===== src/rtl/gpio_bank_pkg.sv =====
package gpio_bank_pkg;

   localparam int unsigned BANK_SEL_W = 2;

   typedef enum logic [BANK_SEL_W-1:0] {
      SEL_PIN_IN = 2'd0,
      SEL_DRIVE  = 2'd1,
      SEL_INVERT = 2'd2,
      SEL_DIR    = 2'd3
   } bank_sel_e;

endpackage


===== src/rtl/gpio_sync_chain.sv =====
module gpio_sync_chain #(
   parameter int unsigned W      = 8,
   parameter int unsigned STAGES = 2
) (
   input  logic         clk,
   input  logic         rst_n,
   input  logic [W-1:0] d,
   output logic [W-1:0] q
);

   logic [W-1:0] stg [STAGES];

   for (genvar k = 0; k < STAGES; k++) begin : g_stage
      if (k == 0) begin : g_first
         always_ff @(posedge clk or negedge rst_n) begin
            if (!rst_n) stg[k] <= '0;
            else        stg[k] <= d;
         end
      end else begin : g_next
         always_ff @(posedge clk or negedge rst_n) begin
            if (!rst_n) stg[k] <= '0;
            else        stg[k] <= stg[k-1];
         end
      end
   end

   assign q = stg[STAGES-1];

endmodule


===== src/rtl/gpio_pin_cell.sv =====
module gpio_pin_cell #(
   parameter logic DRIVE_RST  = 1'b1,
   parameter logic INVERT_RST = 1'b0,
   parameter logic DIR_RST    = 1'b1
) (
   input  logic clk,
   input  logic rst_n,
   input  logic wr_drive,
   input  logic wr_invert,
   input  logic wr_dir,
   input  logic wbit,
   output logic drive_q,
   output logic invert_q,
   output logic dir_q,
   output logic pad_oe,
   output logic pad_out
);

   always_ff @(posedge clk or negedge rst_n) begin
      if (!rst_n) begin
         drive_q  <= DRIVE_RST;
         invert_q <= INVERT_RST;
         dir_q    <= DIR_RST;
      end else begin
         if (wr_drive)  drive_q  <= wbit;
         if (wr_invert) invert_q <= wbit;
         if (wr_dir)    dir_q    <= wbit;
      end
   end

   // direction 1 = input: driver released, level forced low
   assign pad_oe  = ~dir_q;
   assign pad_out = drive_q & ~dir_q;

endmodule


===== src/rtl/gpio_read_mux.sv =====
module gpio_read_mux
   import gpio_bank_pkg::*;
#(
   parameter int unsigned W = 8
) (
   input  logic [BANK_SEL_W-1:0] sel,
   input  logic [W-1:0]          sample,
   input  logic [W-1:0]          invert,
   input  logic [W-1:0]          drive,
   input  logic [W-1:0]          dir,
   output logic [W-1:0]          rdata
);

   always_comb begin
      unique case (bank_sel_e'(sel))
         SEL_PIN_IN: rdata = sample ^ invert;
         SEL_DRIVE:  rdata = drive;
         SEL_INVERT: rdata = invert;
         SEL_DIR:    rdata = dir;
         default:    rdata = '0;
      endcase
   end

endmodule


===== src/rtl/gpio_portbank.sv =====
module gpio_portbank
   import gpio_bank_pkg::*;
#(
   parameter int unsigned PIN_W       = 8,
   parameter int unsigned SYNC_STAGES = 2,
   parameter bit          SNAPSHOT_EN = 1'b1,
   parameter logic [PIN_W-1:0] DRIVE_RESET  = '1,
   parameter logic [PIN_W-1:0] INVERT_RESET = '0,
   parameter logic [PIN_W-1:0] DIR_RESET    = '1
) (
   input  logic                  clk,
   input  logic                  rst_n,
   input  logic [BANK_SEL_W-1:0] bus_addr,
   input  logic                  bus_wr,
   input  logic [PIN_W-1:0]      bus_wdata,
   output logic [PIN_W-1:0]      bus_rdata,
   input  logic                  snap_i,
   input  logic [PIN_W-1:0]      pad_in,
   output logic [PIN_W-1:0]      pad_oe,
   output logic [PIN_W-1:0]      pad_out,
   output logic [PIN_W-1:0]      pin_level_o,
   output logic [PIN_W-1:0]      pin_held_o
);

   localparam int unsigned MAX_PINS = 32;

   if (PIN_W < 1 || PIN_W > MAX_PINS) begin : g_bad_width
      $error("gpio_portbank: PIN_W out of range");
   end
   if (SYNC_STAGES < 2) begin : g_bad_sync
      $error("gpio_portbank: SYNC_STAGES must be at least 2");
   end

   // write decode: select 0 decodes to nothing
   logic wr_drive, wr_invert, wr_dir;
   assign wr_drive  = bus_wr && (bank_sel_e'(bus_addr) == SEL_DRIVE);
   assign wr_invert = bus_wr && (bank_sel_e'(bus_addr) == SEL_INVERT);
   assign wr_dir    = bus_wr && (bank_sel_e'(bus_addr) == SEL_DIR);

   logic [PIN_W-1:0] drive_q, invert_q, dir_q;

   for (genvar i = 0; i < PIN_W; i++) begin : g_pin
      gpio_pin_cell #(
         .DRIVE_RST  (DRIVE_RESET[i]),
         .INVERT_RST (INVERT_RESET[i]),
         .DIR_RST    (DIR_RESET[i])
      ) u_cell (
         .clk       (clk),
         .rst_n     (rst_n),
         .wr_drive  (wr_drive),
         .wr_invert (wr_invert),
         .wr_dir    (wr_dir),
         .wbit      (bus_wdata[i]),
         .drive_q   (drive_q[i]),
         .invert_q  (invert_q[i]),
         .dir_q     (dir_q[i]),
         .pad_oe    (pad_oe[i]),
         .pad_out   (pad_out[i])
      );
   end

   gpio_sync_chain #(
      .W      (PIN_W),
      .STAGES (SYNC_STAGES)
   ) u_sync (
      .clk   (clk),
      .rst_n (rst_n),
      .d     (pad_in),
      .q     (pin_level_o)
   );

   if (SNAPSHOT_EN) begin : g_snap
      logic [PIN_W-1:0] held_q;
      always_ff @(posedge clk or negedge rst_n) begin
         if (!rst_n)      held_q <= '0;
         else if (snap_i) held_q <= pin_level_o;
      end
      assign pin_held_o = held_q;
   end else begin : g_live
      logic unused_snap;
      assign unused_snap = snap_i;
      assign pin_held_o  = pin_level_o;
   end

   gpio_read_mux #(
      .W (PIN_W)
   ) u_rmux (
      .sel    (bus_addr),
      .sample (pin_held_o),
      .invert (invert_q),
      .drive  (drive_q),
      .dir    (dir_q),
      .rdata  (bus_rdata)
   );

endmodule


===== config.mk =====
export PLATFORM = sky130hd
export DESIGN_NAME = gpio_portbank
export DESIGN_NICKNAME = d
export VERILOG_FILES = /design/src/rtl/gpio_bank_pkg.sv /design/src/rtl/gpio_sync_chain.sv /design/src/rtl/gpio_pin_cell.sv /design/src/rtl/gpio_read_mux.sv /design/src/rtl/gpio_portbank.sv
export SDC_FILE = /design/constraint.sdc
export NUM_CORES = 1
export LEC_CHECK = 0
export CAP_MARGIN = 20
export CORE_UTILIZATION = 55
export CTS_BUF_LIST = sky130_fd_sc_hd__clkbuf_4
export DETAILED_ROUTE_END_ITERATION = 7
export DONT_BUFFER_PORTS = 1
export GPL_TIMING_DRIVEN = 0
export PLACE_DENSITY_LB_ADDON = 0.08
export SYNTH_ARGS = -nofsm -noshare
export SYNTH_HDL_FRONTEND = slang
export SYNTH_SLANG_ARGS = --single-unit

===== constraint.sdc =====
create_clock -name clk -period 1.15 [get_ports clk]
set_clock_uncertainty 0.05 [all_clocks]
set_input_delay 0.0575 -clock clk [delete_from_list [all_inputs] [get_ports clk]]
set_output_delay 0.0575 -clock clk [all_outputs]
set_load 0.05 [all_outputs]

==> run_results.csv <==
group,metric,value,unit
status,status,"finished with violations",
status,violations,"negative setup slack",
grt,gr-total-overflow,0,
synthesis,synth.distinct_cells,18,
finish,final_cell_mix,"mux2_2 (38), dfrtp_1 (24), dlygate4sd3_1 (18), dfstp_2 (16), buf_6 (15)",
sta,worst_slew_pin_slew,0.674,ns
power,p_int,3.24,mW
worst_setup_path,crit_type,"flip-flop to primary output",
grt,met3_usage,8.28,%
floorplan,initial_core_util,59.2,%
grt,grt_max_degree,49,
sta,slew_viol_final,0,
place,port_buffers,0,
clocking,clk_pin_slew,0.14,ns
routing,viasPerCell,5.11,
routing,num_vias,1247,
synthesis,syn_nets,189,
synthesis,synth_area,2250,um^2
clocking,h-tree-depth,2,
grt,busiest_layer,"met2",
finish,finish.utilization,76.4,%
worst_setup_path,cp.arrival,1.70,ns
worst_setup_path,crit_family,"flip-flops",
grt,grt_pass1_vias,1333,
grt,grtUsageTotal,20.9,%
worst_setup_path,cpPeakStageDelay,0.55,ns
finish,n_antenna_cell,0,
floorplan,rows,22,
power,clkPwrFrac,19.2,%
grt,grt_pass1_wl,6470,um
clocking,cts_tree,"built",
routing,remaining_drc_errors,0,
floorplan,die_h,65.9,um
grt,antenna_found_initial,0,
grt,met1_usage,24.1,%
sta,fin_crit_sh,158,%
grt,grt_use_met2,34.1,%
clocking,cts_buffers,5,
synthesis,syn_inst,167,
worst_setup_path,startpoint_type,"flip-flop",
power,vdd_drop_max,0.00108,V
power,p_comb_share,36.4,%
sta,min_period,1.81,ns
sta,slew_headroom,55.1,%
place,dp.final_hpwl,2620,um
synthesis,yosys.area.top_type,"dfrtp_1",
worst_setup_path,crit_slowest_cell,"dfrtp_2",
worst_setup_path,crit_fanout,3,
floorplan,io_pins,62,
place,postPlaceCellArea,2450,um^2
place,gp_congestion,0.682,
routing,dr.first_iter.drc_count,38,
finish,final_common_cell,"mux2_2",
worst_setup_path,crit_path_end_kind,"primary output",
worst_setup_path,critPathBufInv,0,
synthesis,synth.area.top_cells,"dfrtp_1 (36%), mux2_2 (19%), dfstp_2 (19%)",
floorplan,fp.dieArea,4350,um^2
flow_run,max_cap_violations,0,
sta,hold_viol,0,
clocking,ctsLongestPathBuffers,2,
power,p_leak,1.27,nW
finish,fillCellCount,245,
clocking,cts_sinks,48,
sta,setup_ws,-0.661,ns
power,p_seq_share,44.5,%
worst_hold_path,hold_class,"input pin to flip-flop",
floorplan,die_width,65.9,um
synthesis,synth_top_area_share,35.6,%
finish,synthToLayoutAreaGrowth,29.0,%
power,powerDensity,1790,nW/um^2
routing,postRouteAntennaNets,0,
finish,finalNetCount,217,
worst_setup_path,cp_cell_sequence,"and2b_2 -> xnor2_2 -> mux2i_4",
synthesis,ys_warn_count,0,
synthesis,synth-seq-cells,48,
worst_setup_path,worstPathRequired,1.04,ns
sta,rsz0062_at_grt,"true",
routing,dr.pass1.iters,3,
synthesis,avgSynthCellArea,13.5,um^2
routing,wl,4040,um
synthesis,seq_area_frac_synth,54.3,%
clocking,insertion_delay,0.35,ns
routing,wl_per_cell,16.5,um
clocking,root_buffer,"clkbuf_4",
finish,design_area,2900,um^2
sta,hold_slack,0.0429,ns
sta,finalSetupViolations,24,
power,p_sw,1.94,mW
power,switching_share,37.5,%
finish,final_layout_size_suffix_gt1_share,74.0,%
sta,maxClockFrequency,552,MHz
floorplan,core_area,3800,um^2
[power by group through the flow]
stage | clock (mW) | sequential [mW] | combinational, mW
after floorplan | 0 | 2.25 | 1.51
after global placement | 0 | 2.27 | 1.57
after detailed placement | 0 | 2.30 | 1.59
after CTS | 1.01 | 2.31 | 1.78
after global routing | 1.08 | 2.34 | 1.98
final | 0.993 | 2.31 | 1.89
[cell type report]
cell class | count | area, um^2 | area share (%)
inverter | 8 | 30.0 | 1.04
multi-input combinational | 82 | 983 | 33.9
sequential | 48 | 1230 | 42.5
tap | 48 | 60.1 | 2.07
timing repair buffer | 21 | 223 | 7.68
clock inverter | 3 | 42.5 | 1.47
buffer | 29 | 293 | 10.1
clock buffer | 5 | 37.5 | 1.29
[worst paths after layout]
kind / from / endpoint / slack (ns) / cells past startpoint
worst max-delay path: pin_held_o[3]$_DFFE_PN0P_ / bus_rdata[3] / -0.66 / 3
worst min-delay path: snap_i / pin_held_o[1]$_DFFE_PN0P_ / 0.04 / 2
worst max register to register: pin_held_o[7]$_DFFE_PN0P_ / pin_held_o[7]$_DFFE_PN0P_ / 0.15 / 1
worst min register to register: u_sync.stg[10]$_DFF_PN0_ / u_sync.q[2]$_DFF_PN0_ / 0.31 / 0
max in group asynchronous: rst_n / g_pin[3].u_cell.dir_q$_DFFE_PN1P_ / 0.62 / 2
min in group asynchronous: rst_n / g_pin[1].u_cell.invert_q$_DFFE_PN0P_ / 0.14 / 2
[Yosys cell counts]
master and instances:
and2b_2 8, buf_1 1, buf_12 1, buf_2 2, buf_4 24, buf_6 1, dfrtp_1 32, dfstp_2 16
inv_1 8, mux2_2 38, mux2_4 1, mux2i_1 2, nand2_1 7, nand3_4 1, nand3b_4 2, nor2b_1 8
o21ai_0 7, xnor2_1 8
[registers in the layout, summed over array words and instances (netlist names)]
signal,count
u_sync.stg,8
g_pin.u_cell.drive_q,8
pin_held_o,8
u_sync.q,8
g_pin.u_cell.dir_q,8
g_pin.u_cell.invert_q,8
[through the flow]
| stage | setup slack (ns) | TNS, ns | instances | power (mW) |
|---|---|---|---|---|
| detailed placement | -0.349 | -3.36 | 215 | 3.89 |
| global route | -0.716 | -8.58 | 244 | 5.40 |
| floorplan | -0.214 | -1.57 | 167 | 3.75 |
| global placement | -0.344 | -3.21 | 215 | 3.84 |
| CTS | -0.685 | -7.55 | 240 | 5.10 |
| finish | -0.661 | -7.22 | 244 | 5.18 |
[logic make-up (layout without fill, tap and decap cells)]
kind of cell           Yosys count  in the layout  synth area share (%)
multiplexers                    41             41                  20.6
AO/OA/AOI/OAI                    7              7                  1.56
flip-flops                      48             48                  54.3
AND/OR/NAND/NOR                 26             26                  9.07
buffers and inverters           37             66                  11.4
XOR/XNOR                         8              8                  3.12
[layer usage]
layer,share of wire (%),vias to the layer above,routed length [um]
met5,0,-,0
met4,3.0,0,121
met1,39,597,1570
met2,49,52,2000
li1,-,584,-
met3,8.6,14,345
[what timing repair did]
item,4_1_cts,5_1_grt
buffers inserted,0,2
gates cloned,0,0
hold buffers,17,2
endpoints found under the hold margin,80,48
pin swaps,7,0
endpoints found under the setup margin,24,24
gates resized for setup,37,7
Note: power is estimated with default switching activity, not from simulation.
